[src/rtl/loc_timer_pkg.sv]
package loc_timer_pkg;
  localparam int CODE_W = 3;
  localparam int PRE_W  = (1 << CODE_W) - 1;
  localparam int DIVR_W = PRE_W + 1;
  localparam int MASK_POS = 16;
  localparam int MODE_POS = 17;

  typedef enum logic [1:0] {
    SEL_ENTRY = 2'd0,
    SEL_INIT  = 2'd1,
    SEL_DIV   = 2'd2,
    SEL_NONE  = 2'd3
  } wsel_e;

  typedef enum logic [1:0] {
    MODE_ONESHOT  = 2'b00,
    MODE_PERIODIC = 2'b01,
    MODE_RSVD_A   = 2'b10,
    MODE_RSVD_B   = 2'b11
  } tmode_e;

  function automatic logic [DIVR_W-1:0] divisor_of(input logic [CODE_W-1:0] code);
    logic [CODE_W-1:0] sh;
    sh = code + CODE_W'(1);
    return DIVR_W'(1) << sh;
  endfunction

  function automatic logic mode_counts(input logic [1:0] m);
    return ~m[1];
  endfunction
endpackage

[src/rtl/lt_prescaler.sv]
module lt_prescaler
  import loc_timer_pkg::*;
(
  input  logic              clk,
  input  logic              rst_n,
  input  logic              run,
  input  logic              restart,
  input  logic [CODE_W-1:0] code,
  output logic              tick
);
  logic [PRE_W-1:0]  cnt_q;
  logic [DIVR_W-1:0] lim;

  assign lim  = divisor_of(code) - DIVR_W'(1);
  assign tick = run && ({1'b0, cnt_q} >= lim);

  always_ff @(posedge clk) begin
    if (!rst_n)                       cnt_q <= '0;
    else if (restart || !run || tick) cnt_q <= '0;
    else                              cnt_q <= cnt_q + PRE_W'(1);
  end
endmodule

[src/rtl/lt_counter.sv]
module lt_counter #(
  parameter int CNT_W = 32
) (
  input  logic             clk,
  input  logic             rst_n,
  input  logic             load,
  input  logic [CNT_W-1:0] load_val,
  input  logic             clear,
  input  logic             tick,
  input  logic             periodic,
  output logic [CNT_W-1:0] init_q,
  output logic [CNT_W-1:0] cur_q,
  output logic             expire
);
  localparam logic [CNT_W-1:0] ONE = CNT_W'(1);

  assign expire = tick && (cur_q == ONE) && !load && !clear;

  always_ff @(posedge clk) begin
    if (!rst_n) begin
      init_q <= '0;
      cur_q  <= '0;
    end else if (clear) begin
      init_q <= '0;
      cur_q  <= '0;
    end else if (load) begin
      init_q <= load_val;
      cur_q  <= load_val;
    end else if (tick) begin
      if (cur_q == ONE) cur_q <= periodic ? init_q : '0;
      else              cur_q <= cur_q - ONE;
    end
  end


  count_hold_chk: assert property (@(posedge clk) disable iff (!rst_n)
    (!tick && !load && !clear) |=> $stable(cur_q));

  oneshot_stop_chk: assert property (@(posedge clk) disable iff (!rst_n)
    (expire && !periodic) |=> (cur_q == '0));

  periodic_reload_chk: assert property (@(posedge clk) disable iff (!rst_n)
    (expire && periodic) |=> (cur_q == $past(init_q)));

  count_bound_chk: assert property (@(posedge clk) disable iff (!rst_n)
    cur_q <= init_q);
endmodule

[src/rtl/lt_irq_port.sv]
module lt_irq_port #(
  parameter int VEC_W = 8
) (
  input  logic             clk,
  input  logic             rst_n,
  input  logic             fire,
  input  logic [VEC_W-1:0] fire_vec,
  input  logic             ready,
  output logic             valid,
  output logic [VEC_W-1:0] vec
);
  always_ff @(posedge clk) begin
    if (!rst_n) begin
      valid <= 1'b0;
      vec   <= '0;
    end else if (!valid || ready) begin
      valid <= fire;
      if (fire) vec <= fire_vec;
    end
  end


  irq_hold_chk: assert property (@(posedge clk) disable iff (!rst_n)
    (valid && !ready) |=> (valid && $stable(vec)));
endmodule

[src/rtl/loc_timer.sv]
module loc_timer
  import loc_timer_pkg::*;
#(
  parameter int CNT_W = 32,
  parameter int VEC_W = 8
) (
  input  logic             clk,
  input  logic             rst_n,
  input  logic             sw_enable,
  input  logic             wr_en,
  input  logic [1:0]       wr_sel,
  input  logic [31:0]      wr_data,
  output logic [31:0]      entry_o,
  output logic [CNT_W-1:0] init_cnt_o,
  output logic [CNT_W-1:0] cur_cnt_o,
  output logic [31:0]      div_cfg_o,
  output logic             irq_valid,
  input  logic             irq_ready,
  output logic [VEC_W-1:0] irq_vec
);
  localparam int GAP_W = MASK_POS - VEC_W;
  localparam int TOP_W = 32 - MODE_POS - 2;

  logic [VEC_W-1:0]  vec_q;
  logic              mask_q;
  logic [1:0]        mode_q;
  logic [CODE_W-1:0] code_q;

  logic wr_entry, wr_init, wr_div;
  logic [1:0] new_mode;
  logic mode_chg, load, tick, expire, fire, counting;
  logic [CNT_W-1:0] init_q, cur_q;

  assign wr_entry = wr_en && (wsel_e'(wr_sel) == SEL_ENTRY);
  assign wr_init  = wr_en && (wsel_e'(wr_sel) == SEL_INIT);
  assign wr_div   = wr_en && (wsel_e'(wr_sel) == SEL_DIV);
  assign new_mode = wr_data[MODE_POS +: 2];
  assign counting = mode_counts(mode_q);
  assign mode_chg = wr_entry && (new_mode != mode_q);
  assign load     = wr_init && counting;
  assign fire     = expire && !mask_q && sw_enable;

  always_ff @(posedge clk) begin
    if (!rst_n) begin
      vec_q  <= '0;
      mask_q <= 1'b1;
      mode_q <= MODE_ONESHOT;
    end else if (wr_entry) begin
      vec_q  <= wr_data[VEC_W-1:0];
      mask_q <= wr_data[MASK_POS] | ~sw_enable;
      mode_q <= new_mode;
    end else if (!sw_enable) begin
      mask_q <= 1'b1;
    end
  end

  always_ff @(posedge clk) begin
    if (!rst_n)      code_q <= '0;
    else if (wr_div) code_q <= {wr_data[3], wr_data[1], wr_data[0]};
  end

  lt_prescaler u_pre (
    .clk     (clk),
    .rst_n   (rst_n),
    .run     (cur_q != '0),
    .restart (load || mode_chg),
    .code    (code_q),
    .tick    (tick)
  );

  lt_counter #(.CNT_W(CNT_W)) u_cnt (
    .clk      (clk),
    .rst_n    (rst_n),
    .load     (load),
    .load_val (wr_data[CNT_W-1:0]),
    .clear    (mode_chg),
    .tick     (tick),
    .periodic (mode_q == MODE_PERIODIC),
    .init_q   (init_q),
    .cur_q    (cur_q),
    .expire   (expire)
  );

  lt_irq_port #(.VEC_W(VEC_W)) u_irq (
    .clk      (clk),
    .rst_n    (rst_n),
    .fire     (fire),
    .fire_vec (vec_q),
    .ready    (irq_ready),
    .valid    (irq_valid),
    .vec      (irq_vec)
  );

  assign entry_o    = {{TOP_W{1'b0}}, mode_q, mask_q, {GAP_W{1'b0}}, vec_q};
  assign div_cfg_o  = {28'd0, code_q[2], 1'b0, code_q[1:0]};
  assign init_cnt_o = counting ? init_q : '0;
  assign cur_cnt_o  = counting ? cur_q  : '0;


  disable_mask_chk: assert property (@(posedge clk) disable iff (!rst_n)
    !sw_enable |=> mask_q);

  rsvd_mode_zero_chk: assert property (@(posedge clk) disable iff (!rst_n)
    !counting |-> (init_q == '0 && cur_q == '0));

  irq_needs_open_mask_chk: assert property (@(posedge clk) disable iff (!rst_n)
    $rose(irq_valid) |-> $past(!mask_q && sw_enable));
endmodule

[config.mk]
export PLATFORM = sky130hd
export DESIGN_NAME = loc_timer
export DESIGN_NICKNAME = d
export VERILOG_FILES = /design/src/rtl/loc_timer_pkg.sv /design/src/rtl/lt_prescaler.sv /design/src/rtl/lt_counter.sv /design/src/rtl/lt_irq_port.sv /design/src/rtl/loc_timer.sv
export SDC_FILE = /design/constraint.sdc
export NUM_CORES = 1
export LEC_CHECK = 0
export BUFFER_PORTS_ARGS = -buffer_cell sky130_fd_sc_hd__buf_2
export CAP_MARGIN = 30
export CORE_AREA = 8 8 123 125
export DETAILED_ROUTE_END_ITERATION = 7
export DIE_AREA = 0 0 131 133
export HOLD_SLACK_MARGIN = 0.05
export MAX_ROUTING_LAYER = met4
export PLACE_DENSITY = 0.76
export SYNTH_ARGS = -nofsm -noshare
export SYNTH_HDL_FRONTEND = slang
export SYNTH_HIERARCHICAL = 1
export SYNTH_SLANG_ARGS = --single-unit
export TNS_END_PERCENT = 10
[constraint.sdc]
create_clock -name clk -period 4.2 [get_ports clk]
set_input_delay 0.42 -clock clk [delete_from_list [all_inputs] [get_ports clk]]
set_output_delay 0.42 -clock clk [all_outputs]
set_load 0.005 [all_outputs]
# Word-level counts from Yosys, hierarchy flattened
# Index checks and enable logic that the tools add are counted.
# word_totals
register_bits	94
input_bits	39
wordCells	59
# op_classes
n_addsub	4
magnitude_cmp	1
n_eq_ne	6
shift	1
n_mux	8
bitwise_logic	4
n_reduce_logical	26
# op_table
cell	count
$mux 32	6
$eq 32x1->1 const B	1
$reduce_bool 32->1	1
$sub 32x1->32 const B	1
$logic_and 1x1->1	11
$ge 7x8->1	1
$shl 1x3->8 const A	1
$sub 8x1->8 const B	1
$add 7x1->7 const B	1
$logic_not 1->1	5
$eq 2x1->1 const B	2
$logic_or 1x1->1	4
$reduce_or 2->1	2
$add 3x1->3 const B	1
$not 1->1	3
$eq 2x2->1 const B	1
$logic_not 2->1	1
$mux 1	2
$ne 2x1->1 const B	1
$ne 2x2->1	1
$reduce_and 2->1	1
$reduce_bool 2->1	1
$or 1x1->1	1

# Longest topological paths before layout
# Gate-level depths: netlist of run 1.
# logic_depth
ltp_word	11
ltp_mapped	23
ltp_nobuf	20

# Hierarchy
# Netlist of run 1, hierarchy kept.
# by_module_without_submodules
mod	n_inst	cells_per_inst	area_per_inst_um2
lt_counter	1	443	3567.2
loc_timer	1	192	1517.7
lt_prescaler	1	80	695.7
lt_irq_port	1	39	376.6

# Worst setup path before layout of run 1
# OpenSTA, ideal clock, no wires.
# synth_path
kind	flip-flop to flip-flop
start	register code_q[1]
end	register u_irq.vec[0]
setup_time_ns	0.072
arrival_ns	4.143
required_ns	4.128
setup_slack_ns	-0.015
path_stages_with_launch	23
path_cell_list	dfxtp_1 -> buf_6 -> and2_2 -> ha_1 -> inv_2 -> or3_2 -> ha_1 -> nand2b_1 -> nand2_1 -> mux2i_1 -> a21oi_1 -> ha_1 -> nand4_1 -> o21bai_1 -> and2_2 -> clkbuf_1 -> nand2_1 -> nor3_1 -> nand2_1 -> nor2_1 -> nor2b_2 -> buf_6 -> mux2i_1
# synth_between
elab_chain_len	11
# synth_rtl
element	line_no	text
from (decl)	loc_timer.sv:27	logic [CODE_W-1:0] code_q;
from (signal assigned)	loc_timer.sv:59	else if (wr_div) code_q <= {wr_data[3], wr_data[1], wr_data[0]};
$add 3x1->3	loc_timer_pkg.sv:24	sh = code + CODE_W'(1);
$shl 1x3->8	loc_timer_pkg.sv:25	return DIVR_W'(1) << sh;
$sub 8x1->8	lt_prescaler.sv:14	assign lim = divisor_of(code) - DIVR_W'(1);
$ge 7x8->1	lt_prescaler.sv:15	assign tick = run && ({1'b0, cnt_q} >= lim);
$logic_and 1x1->1	lt_prescaler.sv:15	
net tick	loc_timer.sv:31	logic mode_chg, load, tick, expire, fire, counting;
$logic_and 1x1->1 (3 in a row)	lt_counter.sv:17	assign expire = tick && (cur_q == ONE) && !load && !clear;
net expire	loc_timer.sv:31	
$logic_and 1x1->1 (2 in a row)	loc_timer.sv:41	assign fire = expire && !mask_q && sw_enable;
net fire	loc_timer.sv:31	
$reduce_and 2->1 (no source line)	-	
to (signal assigned)	lt_irq_port.sv:18	if (fire) vec <= fire_vec;
to (decl)	lt_irq_port.sv:10	output logic [VEC_W-1:0] vec
# The timed path passes the listed nets, and every way through them passes these cells.
# A chain may end at the register's enable or synchronous reset.

# Final worst setup path of run 1
# layout_path
start	register code_q[1]
end	register u_irq.vec[6]
# The elaborated chain is that of the path after synthesis.

==> flow_summary_export.csv, run 1 <==
group,metric,value,unit
logic_synthesis,ys_types,71,
status,status,"finished clean",
floorplanning,die_area,17400,um^2
drt,drcViolationCount,0,
sta,tightest_slew,0.820,ns
floorplanning,die_x,131,um
logic_synthesis,synthAdderAreaFrac,2.64,%
logic_synthesis,synthArstFlopShare,0,%
drt,firstDrtPassIters,8,
clocking,clk_latency,0.34,ns
sta,hold_viol,0,
flow_run,maxCapViolCount,0,
logic_synthesis,yosysSeqAreaShare,30.6,%
logic_synthesis,yosys.area_share.xor_xnor,2.99,%
sta,maxSlewViolCount,0,
logic_synthesis,synth_top_cell_by_area,"dfxtp_1",
clocking,h-tree-depth,3,
drt,vias,5873,
setup_path,path_class,"flip-flop to flip-flop",
setup_path,critPathLaunchType,"flip-flop",
grt,grt_pass1_vias,5514,
logic_synthesis,syn_avg_cell_area,8.17,um^2
logic_synthesis,synth_ff_type,"dfxtp_1",
floorplanning,pin_count,176,
power_and_ir_drop,power_density,548,nW/um^2
placement,gp_congestion,0.932,
setup_path,crit_required,4.46,ns
grt,antenna_found_initial,0,
min_path,min_path_cells,2,
drt,drt_wl_total,18400,um
logic_synthesis,synth_top_area_share,30.6,%
sta,period_share,94.4,%
clocking,cts_buffer_depth,2,
logic_synthesis,synth_compound_area_share,16.7,%
layout,num-nets-final,925,
floorplanning,start_util,47.1,%
power_and_ir_drop,max-vdd-ir-drop,0.362,mV
logic_synthesis,synth_seq_cells,94,
grt,grt_max_degree,39,
setup_path,r2r_end,"u_irq/vec[6]",
drt,ant_nets,0,
grt,grt_pass1_wl,29100,um
sta,setup_slack,0.236,ns
drt,avgRoutedWirePerCell,17.5,um
layout,fill_cells,1244,
logic_synthesis,synth-simple-area-share,27.6,%
sta,fmax,0.252,GHz
sta,period_minus_slack,3.96,ns
min_path,min_to,"mask_q",
sta,setup_viol,0,
setup_path,worst-path-max-fanout,8,
setup_path,r2r_setup_slack,0.24,ns
min_path,hold_path.class,"input pin to flip-flop",
setup_path,reg2reg_depth,21,
placement,preCtsSetupSlack,-0.122,ns
clocking,cts_tree,"built",
grt,grtUsageTotal,21.1,%
setup_path,crit_path_end_kind,"flip-flop",
placement,dpl-instance-area,6770,um^2
min_path,hold_start,"sw_enable",
logic_synthesis,netlist_instances,754,
setup_path,worstPathArrival,4.22,ns
drt,first_iter_violations,643,
logic_synthesis,synth_edf_count,0,
logic_synthesis,synth_mux_area_share,8.78,%
power_and_ir_drop,leakage,3.13,nW
logic_synthesis,synthTopCellsByArea,"dfxtp_1 (31%), mux2i_1 (8.8%), nor2b_1 (7.4%)",
setup_path,reg2reg_from,"code_q[1]",
clocking,cts_sinks,94,
logic_synthesis,syn-cell-area,6160,um^2
sta,skew,0.00784,ns
floorplanning,rows,42,
floorplanning,coreArea,13100,um^2
sta,maxSlewHeadroom,45.3,%
layout,antenna_cells,0,
clocking,clock-root-buffer,"clkbuf_16",
clocking,path_clk_slew,0.06,ns
logic_synthesis,ys.warnings.count,6,
logic_synthesis,synth_top_family_by_area,"simple AND/OR/NAND/NOR gates",
placement,hpwl,13400,um
floorplanning,die_h,133,um
layout,syn_to_final_growth,16.0,%
clocking,cts_buffers,9,
layout,final_area,7140,um^2
drt,avgViaCountPerCell,5.57,
placement,portBuffers,125,
layout,drive_gt1_share,23.0,%
grt,grt_overflow,0,
-- cell usage after synthesis (all sizes together) (11+ instances only) --
cell	count
a211oi	11
a21oi	37
a22oi	12
a31oi	13
buf	66
clkbuf	28
dfxtp	94
ha	13
inv	14
mux2i	54
nand2	63
nand3	15
nor2	67
nor2b	75
nor3	14
nor4	20
o21ai	24
o22ai	16
or3	11
xor2	12
-- layout make-up --
cell class | count | area (um^2) | share of cell area (%)
Sequential cell | 94 | 1880 | 26.4
Tap cell | 176 | 220 | 3.08
Multi-Input combinational cell | 601 | 3840 | 53.8
Clock inverter | 5 | 58.8 | 0.823
Timing Repair Buffer | 153 | 846 | 11.8
Clock buffer | 11 | 243 | 3.40
Inverter | 14 | 52.6 | 0.736
-- worst max-delay path: stages, from the launching register on --
cell	delay (ns)
dfxtp_1	0.31
and2_2	0.19
ha_1	0.30
inv_2	0.08
or3_2	0.44
ha_2	0.22
nand2b_1	0.11
nand2_1	0.06
mux2i_1	0.11
a21oi_1	0.09
ha_1	0.32
nand2_1	0.06
o21ai_1	0.13
o21bai_4	0.18
and2_4	0.23
nand2_1	0.10
nor3_2	0.21
nand2_1	0.08
nor2_2	0.11
nor2b_4	0.18
buf_12	0.14
mux2i_1	0.21
-- repair_timing --
action,4_1_cts,5_1_grt
hold buffers,0,0
gates cloned,0,0
setup buffers,1,4
pin swaps,0,3
resized for setup,1,7
endpoints found under the setup margin,8,32
-- worst max-delay path by stage --
stage	end	slack [ns]	cells after the start	start
after global placement	u_irq/vec[6]	0.03	19	code_q[1]
after detailed placement	u_irq/vec[6]	-0.12	19	code_q[1]
final	u_irq/vec[6]	0.24	21	code_q[1]
after floorplan	u_cnt/cur_q[29]	0.1	21	code_q[1]
after CTS	u_irq/vec[6]	0.05	21	code_q[1]
after global routing	u_irq/vec[6]	-0.006	21	code_q[1]
-- cells in the final DEF (no fill, tap or decap), types with 3 or more instances in the layout --
master | synthesis | routed
nor3_1 | 12 | 11
nand3_1 | 15 | 15
or3_1 | 7 | 7
buf_4 | 55 | 26
nand2b_1 | 5 | 5
nand4_1 | 5 | 5
o21a_1 | 6 | 6
a31oi_1 | 13 | 13
xor2_1 | 12 | 12
or4_4 | 3 | 3
o32ai_1 | 3 | 3
nor4_1 | 18 | 18
o21ai_0 | 24 | 23
and3_1 | 5 | 5
conb_1 | 1 | 50
dfxtp_1 | 94 | 93
mux2i_1 | 54 | 54
a221oi_1 | 4 | 4
a211oi_1 | 11 | 11
a21oi_1 | 37 | 37
nand3b_1 | 3 | 3
inv_1 | 13 | 13
a22oi_1 | 12 | 12
o221ai_1 | 9 | 9
nor3_2 | 2 | 3
xnor2_1 | 9 | 9
clkbuf_16 | 0 | 9
or4_1 | 4 | 4
or3_2 | 3 | 3
nor2b_1 | 73 | 73
buf_2 | 3 | 126
ha_1 | 13 | 12
o31ai_1 | 3 | 3
o22ai_1 | 15 | 15
nor2_1 | 66 | 65
and2b_1 | 7 | 7
nand2_1 | 61 | 60
-- per-stage QoR --
step	utilization [%]	hold slack, ns	power [W]	cells	TNS [ns]
global placement	51.7	0.442	0.00297	1032	0
CTS	54.2	0.268	0.00383	1050	0
detailed placement	51.7	0.448	0.00300	1033	-0.717
finish	54.6	0.273	0.00391	1054	0
floorplan	-	0.445	0.00248	803	0
global route	54.6	0.272	0.00414	1054	-0.00621
-- report_power, final --
part           leakage (nW)  switching, W  internal [W]  total, W
registers             0.765      0.000225       0.00102   0.00124
clock network         0.142      0.000349      0.000478  0.000827
logic                  2.22       0.00107      0.000777   0.00184
total                  3.13       0.00164       0.00227   0.00391
-- kinds of logic (layout without fill, tap and decap cells) --
group | count (synthesis) | after routing
XOR/XNOR | 21 | 21
multiplexers | 54 | 54
flip-flops | 94 | 94
adder cells (fa/ha/maj) | 13 | 13
AND/OR/NAND/NOR | 308 | 308
buffers and inverters | 108 | 183
other | 1 | 50
AO/OA/AOI/OAI | 155 | 155
-- metal layers --
| metal | part of all wire, % | up-vias | routed length (um) | GRT usage (%) |
|---|---|---|---|---|
| met1 | 44 | 2728 | 8130 | 27.8 |
| met2 | 46 | 297 | 8560 | 32.9 |
| li1 | - | 2821 | - | - |
| met3 | 8.0 | 27 | 1470 | 2.89 |
| met4 | 1.4 | 0 | 258 | 6.00 |
| met5 | 0 | - | 0 | - |
-- sequential cells by signal, summed over array words and instances (netlist names) --
name,flops
mode_q,2
u_cnt/init_q,32
u_irq/valid,1
u_irq/vec,8
u_cnt/cur_q,32
vec_q,8
u_pre/cnt_q,7
mask_q,1
code_q,3
No activity file was read; power rests on OpenSTA's default activity.
==> run 2: changes to the inputs <==
--- a/config.mk
+++ b/config.mk
@@ -10,6 +10,7 @@
 export CORE_AREA = 8 8 123 125
 export DETAILED_ROUTE_END_ITERATION = 7
 export DIE_AREA = 0 0 131 133
+export GPL_TIMING_DRIVEN = 0
 export HOLD_SLACK_MARGIN = 0.05
 export MAX_ROUTING_LAYER = met4
 export PLACE_DENSITY = 0.76
@@ -17,4 +18,3 @@
 export SYNTH_HDL_FRONTEND = slang
 export SYNTH_HIERARCHICAL = 1
 export SYNTH_SLANG_ARGS = --single-unit
-export TNS_END_PERCENT = 10
==> run 2 against run 1 <==
  * Largest cell class unchanged
  * Critical endpoint is now u_cnt/cur_q[25]
  * Cell area up 6.4%
  * Final cell count rose by 6.5%
  * Sequential share of layout area fell by 1.6 points
==> flow_summary_export.csv, run 2 (synthesis results as in run 1) <==
group,metric,value,unit
drt,avgRoutedWirePerCell,18.5,um
placement,gp_congestion,1.00,
drt,ant_nets,0,
grt,grtUsageTotal,24.1,%
grt,grt_pass1_vias,5844,
setup_path,crit_required,4.42,ns
sta,hold_viol,0,
setup_path,crit_path_end_kind,"flip-flop",
clocking,clk_latency,0.35,ns
layout,num-nets-final,994,
floorplanning,die_x,131,um
floorplanning,rows,42,
power_and_ir_drop,max-vdd-ir-drop,0.307,mV
sta,setup_viol,0,
drt,vias,6111,
layout,drive_gt1_share,26.1,%
drt,first_iter_violations,489,
setup_path,cpMaxStageDelayCell,"or3_4",
clocking,path_clk_slew,0.07,ns
power_and_ir_drop,internal_power,0.00227,W
setup_path,crit_start,"code_q[1]",
clocking,cts_tree,"built",
power_and_ir_drop,leakage,3.40,nW
placement,portBuffers,125,
layout,post-route-util,58.1,%
sta,finalSetupTns,0,ns
setup_path,path_class,"flip-flop to flip-flop",
setup_path,worst-path-max-fanout,10,
power_and_ir_drop,p_clk_share,20.3,%
setup_path,reg2reg_from,"code_q[1]",
clocking,cts_sinks,94,
sta,maxSlewViolCount,0,
flow_run,maxCapViolCount,0,
sta,maxSlewHeadroom,32.1,%
setup_path,timing.critical_path.buf_inv,3,
layout,reg_top3,"u_cnt/cur_q (32), u_cnt/init_q (32)",
floorplanning,start_util,47.1,%
sta,tightest_slew,1.01,ns
drt,drt_wl_total,20700,um
floorplanning,die_h,133,um
clocking,clock-root-buffer,"clkbuf_16",
layout,final_cell_mix,"buf_2 (129), dfxtp_1 (94), nor2b_1 (73)",
setup_path,critPathLaunchType,"flip-flop",
layout,mostFrequentLayoutCell,"buf_2",
clocking,cts-hold-fix-buffers,0,
drt,avgViaCountPerCell,5.45,
min_path,hold_start,"sw_enable",
placement,hpwl,15500,um
layout,syn_to_final_growth,23.4,%
drt,drcViolationCount,0,
clocking,h-tree-depth,3,
grt,antenna_found_initial,0,
layout,fill_cells,1222,
drt,firstDrtPassIters,5,
floorplanning,pin_count,176,
grt,grt_pass1_wl,32200,um
setup_path,path_cells,"buf_6 > and2_2 > ha_4 > inv_2 > or3_4 > ha_4 > nand2b_4 > nand2_1 > mux2i_1 > a21oi_1 > ha_1 > a21oi_1 > o21ai_1 > o21bai_4 > and2_4 > nor2_2 > clkbuf_2 > nor2_1 > mux2i_1 > o22ai_1",
power_and_ir_drop,comb_power_share,48.4,%
min_path,hold_path.class,"input pin to flip-flop",
floorplanning,coreArea,13100,um^2
status,status,"finished clean",
setup_path,cpPeakStageDelay,0.35,ns
power_and_ir_drop,power_density,523,nW/um^2
sta,skew,0.00892,ns
setup_path,worstPathArrival,4.16,ns
power_and_ir_drop,p_sw,0.00171,W
clocking,cts_buffers,9,
sta,rsz0062_at_grt,"no",
setup_path,cp_top_family,"simple AND/OR/NAND/NOR gates",
layout,antenna_cells,0,
sta,period_share,93.8,%
grt,grt_overflow,0,
sta,period_minus_slack,3.94,ns
grt,grt_max_degree,16,
power_and_ir_drop,p_sw_share,42.9,%
sta,fmax,0.254,GHz
power_and_ir_drop,power_frac_seq,31.3,%
floorplanning,die_area,17400,um^2
clocking,cts_buffer_depth,2,
-- run 2: cell count changes in the layout (fill, tap and decap cells not counted), sizes merged --
cell / delta
buf: +44
clkbuf: +23
clkdlybuf4s15: +1
clkinvlp: -1
inv: +1
-- run 2: worst paths after layout --
| check | end | slack [ns] | cells after the start |
|---|---|---|---|
| max | u_cnt/cur_q[25] | 0.26 | 20 |
| max reg2reg | u_cnt/cur_q[25] | 0.26 | 20 |
| min | mask_q | 0.27 | 2 |
| min reg2reg | u_irq/vec[1] | 0.46 | 2 |
-- run 2: what timing repair did --
action / 4_1_cts / 5_1_grt
endpoints found under the setup margin: 41 / 35
gates resized for setup: 14 / 13
pin swaps: 1 / 2
buffers inserted: 1 / 1
-- run 2: routing by layer --
layer,part of all wire (%),GRT usage (%)
met4,2.7,9.64
met2,45,36.8
met3,8.7,3.66
met1,43,31.0
met5,0,-
-- run 2: stage by stage --
step / setup slack, ns / power, W / hold WS, ns / area (um^2) / std cells
after floorplan: 0.0990 / 0.00248 / 0.445 / 6340 / 803
after CTS: 0.0389 / 0.00390 / 0.264 / 7550 / 1122
after detailed placement: -0.721 / 0.00305 / 0.452 / 7210 / 1107
final: 0.262 / 0.00398 / 0.269 / 7600 / 1122
after global placement: -0.714 / 0.00303 / 0.444 / 7190 / 1104
after global routing: 0.0806 / 0.00422 / 0.265 / 7600 / 1122
-- run 2: layout make-up --
class                   instances  area, um^2  share of cell area (%)
plain buffers                  92         608                    8.00
repair buffers                130         662                    8.71
multi-input cells             601        3890                    51.1
flip-flops and latches         94        1880                    24.8
clock inverters                 5        60.1                   0.790
inverters                      14        52.6                   0.691
clock buffers                  10         229                    3.01
well taps                     176         220                    2.90
-- run 2: power by group through the flow --
stage / Sequential [W] / Clock [W] / Combinational, W
final: 0.00125 / 0.000808 / 0.00193
after detailed placement: 0.00125 / 0 / 0.00180
after global routing: 0.00127 / 0.000865 / 0.00208
after floorplan: 0.00117 / 0 / 0.00130
after CTS: 0.00123 / 0.000820 / 0.00185
after global placement: 0.00125 / 0 / 0.00178
==> run 3: changes to the inputs <==
--- a/config.mk
+++ b/config.mk
@@ -5,15 +5,17 @@
 export SDC_FILE = /design/constraint.sdc
 export NUM_CORES = 1
 export LEC_CHECK = 0
+export ABC_AREA = 1
 export BUFFER_PORTS_ARGS = -buffer_cell sky130_fd_sc_hd__buf_2
 export CAP_MARGIN = 30
-export CORE_AREA = 8 8 123 125
+export CORE_AREA = 8 8 125 127
 export DETAILED_ROUTE_END_ITERATION = 7
-export DIE_AREA = 0 0 131 133
+export DIE_AREA = 0 0 133 135
+export GPL_ROUTABILITY_DRIVEN = 1
 export GPL_TIMING_DRIVEN = 0
 export HOLD_SLACK_MARGIN = 0.05
 export MAX_ROUTING_LAYER = met4
-export PLACE_DENSITY = 0.76
+export PLACE_DENSITY = 0.77
 export SYNTH_ARGS = -nofsm -noshare
 export SYNTH_HDL_FRONTEND = slang
 export SYNTH_HIERARCHICAL = 1
==> run 3 against run 2 <==
  * Count of clock-buffer cells in the layout is 3 higher
  * Combinational power shrank 22%
  * Die area increased by 3.1%
  * Total power fell by 14%
  * Critical path type unchanged
==> flow_summary_export.csv, run 3 <==
group,metric,value,unit
setup_path,path_cells,"nand2_1 > inv_1 > ha_1 > inv_2 > nor2_2 > nand2_1 > ha_1 > nand3_1 > xnor2_1 > inv_1 > ha_1 > nand2_1 > inv_1 > nand2_1 > nand2_1 > nand2_1 > nand2_1 > nand2_1 > inv_1 > nor2_1 > clkbuf_2 > clkbuf_2 > a21boi_0 > a21oi_2",
drt,avgViaCountPerCell,4.88,
min_path,hold_path.class,"input pin to flip-flop",
sta,maxSlewViolCount,0,
layout,mostFrequentLayoutCell,"nand2_1",
logic_synthesis,synth_edf_count,0,
drt,drt_wl_total,21400,um
sta,hold_viol,0,
clocking,cts_buffer_depth,2,
clocking,cts-hold-fix-buffers,0,
placement,preCtsSetupSlack,0.133,ns
clocking,path_clk_slew,0.07,ns
logic_synthesis,synth_most_common_cell,"nand2_1",
grt,grt_pass1_wl,33600,um
setup_path,crit_start,"code_q[1]",
layout,fin_cells,1416,
floorplanning,die_h,135,um
grt,grt_overflow,0,
drt,drcViolationCount,0,
logic_synthesis,synth_top_cell_by_area,"dfxtp_1",
sta,fmax,0.264,GHz
sta,finalSetupTns,0,ns
floorplanning,start_util,48.0,%
floorplanning,die_area,18000,um^2
drt,ant_nets,0,
logic_synthesis,synth_common_cells,"nand2_1 (232), nor2_1 (211), inv_1 (129), dfxtp_1 (94), a21oi_1 (68)",
setup_path,crit_path_frequent_cell,"nand2_1",
setup_path,critPathLaunchType,"flip-flop",
logic_synthesis,synth_top_area_share,28.8,%
power_and_ir_drop,leakage,4.11,nW
sta,setup_viol,0,
clocking,h-tree-depth,3,
placement,gp_congestion,0.966,
logic_synthesis,synth_seq_cells,94,
setup_path,cpMaxStageDelayCell,"ha_1",
drt,avgRoutedWirePerCell,15.1,um
setup_path,reg2reg_from,"code_q[1]",
clocking,cts_tree,"built",
status,status,"finished clean",
sta,maxSlewHeadroom,48.4,%
power_and_ir_drop,power_density,434,nW/um^2
setup_path,cp_top_family,"simple AND/OR/NAND/NOR gates",
setup_path,path_class,"flip-flop to flip-flop",
clocking,clock-root-buffer,"clkbuf_16",
placement,portBuffers,125,
floorplanning,coreArea,13600,um^2
sta,setup_slack,0.413,ns
sta,skew,0.00843,ns
floorplanning,die_x,133,um
layout,final_cell_mix,"nand2_1 (232), nor2_1 (211), buf_2 (133)",
layout,syn_to_final_growth,20.3,%
grt,grt_pass1_vias,6424,
logic_synthesis,netlist_instances,1046,
min_path,hold_start,"sw_enable",
sta,rsz0062_at_grt,"no",
layout,reg_top3,"u_cnt/cur_q (32), u_cnt/init_q (32)",
drt,vias,6909,
logic_synthesis,synthArstFlopShare,0,%
setup_path,crit_required,4.48,ns
floorplanning,pin_count,176,
layout,num-nets-final,1283,
layout,post-route-util,57.7,%
logic_synthesis,synth_ff_type,"dfxtp_1",
floorplanning,rows,43,
power_and_ir_drop,total_power,0.00341,W
layout,drive_gt1_share,21.8,%
sta,period_minus_slack,3.79,ns
placement,dp.cells,1400,
flow_run,maxCapViolCount,0,
drt,firstDrtPassIters,5,
logic_synthesis,ys.warnings.count,6,
setup_path,worstPathArrival,4.07,ns
clocking,cts_buffers,9,
logic_synthesis,yosysSeqAreaShare,28.8,%
setup_path,cpPeakStageDelay,0.40,ns
logic_synthesis,ys_types,43,
grt,antenna_found_initial,0,
logic_synthesis,synthTopCellsByArea,"dfxtp_1 (29%), nand2_1 (13%), nor2_1 (12%)",
layout,antenna_cells,0,
logic_synthesis,syn-cell-area,6530,um^2
grt,grt_max_degree,16,
setup_path,worst-path-max-fanout,10,
grt,grtUsageTotal,24.0,%
setup_path,crit_path_end_kind,"flip-flop",
sta,period_share,90.2,%
sta,tightest_slew,0.774,ns
placement,hpwl,16600,um
clocking,cts_sinks,94,
clocking,clk_latency,0.35,ns
drt,first_iter_violations,580,
power_and_ir_drop,max-vdd-ir-drop,0.220,mV
setup_path,timing.critical_path.buf_inv,7,
logic_synthesis,syn_avg_cell_area,6.24,um^2
-- run 3: cell types whose count changed after synthesis, sizes merged, moves of 15 or more --
| cell | delta |
|---|---|
| a21boi | +15 |
| a21oi | +39 |
| inv | +123 |
| mux2i | -54 |
| nand2 | +185 |
| nand3 | +29 |
| nor2 | +164 |
| nor2b | -75 |
| nor4 | -19 |
| o22ai | -16 |
-- run 3: logic make-up after synthesis --
family | after synthesis | synth area share, %
xor gates and xnor gates | 23 | 3.09
adders and majority gates | 13 | 2.49
AOI/OAI and AO/OA | 140 | 12.4
and+or+nand+nor | 547 | 35.6
buffers and inverters | 228 | 17.6
other | 1 | 0.0574
DFF | 94 | 28.8
-- run 3: power breakdown --
| part | switching (W) | total (W) | internal (W) |
|---|---|---|---|
| Sequential | 0.000129 | 0.00109 | 0.000964 |
| Clock | 0.000373 | 0.000813 | 0.000440 |
| Combinational | 0.000957 | 0.00150 | 0.000542 |
-- run 3: stage by stage --
stage	hold WS [ns]	cell area, um^2
after floorplan	0.430	6710
final	0.274	7850
after CTS	0.268	7850
after global routing	0.277	7850
after global placement	0.446	7560
after detailed placement	0.451	7560
-- run 3: cell type report --
cell class | instances | area [um^2]
buffer | 90 | 633
tap | 180 | 225
clock inverter | 3 | 25.0
inverter | 138 | 518
timing repair buffer | 125 | 626
clock buffer | 13 | 260
sequential | 94 | 1880
multi-input combinational | 773 | 3680
fill | 1409 | 5760
-- run 3: what timing repair did --
item	in CTS	in global routing
endpoints found under the hold margin	0	0
setup endpoints to repair	0	10
setup buffers	0	0
gates resized for setup	0	4
-- run 3: routing by layer --
metal	track usage, %	wire (um)	up-vias
met3	4.83	1770	26
li1	-	-	3508
met1	29.7	9450	3068
met4	7.76	365	0
met5	-	0	-
met2	38.5	9810	307
-- run 3: worst register-to-register path, delay by kind of cell, from the launching register on --
kind                     cells  cell delay (ns)
AND/OR/NAND/NOR             11             1.06
buffers and inverters        7             0.93
adder cells (fa/ha/maj)      3             0.88
flip-flops                   1             0.39
AO/OA/AOI/OAI                2             0.32
XOR/XNOR                     1             0.13
-- run 3: worst paths after layout --
check | to | slack, ns | cells after the start
setup / recovery | u_cnt/cur_q[10] | 0.41 | 24
hold / removal | mask_q | 0.27 | 2
setup reg to reg | u_cnt/cur_q[10] | 0.41 | 24
hold reg to reg | u_pre/cnt_q[0] | 0.46 | 1
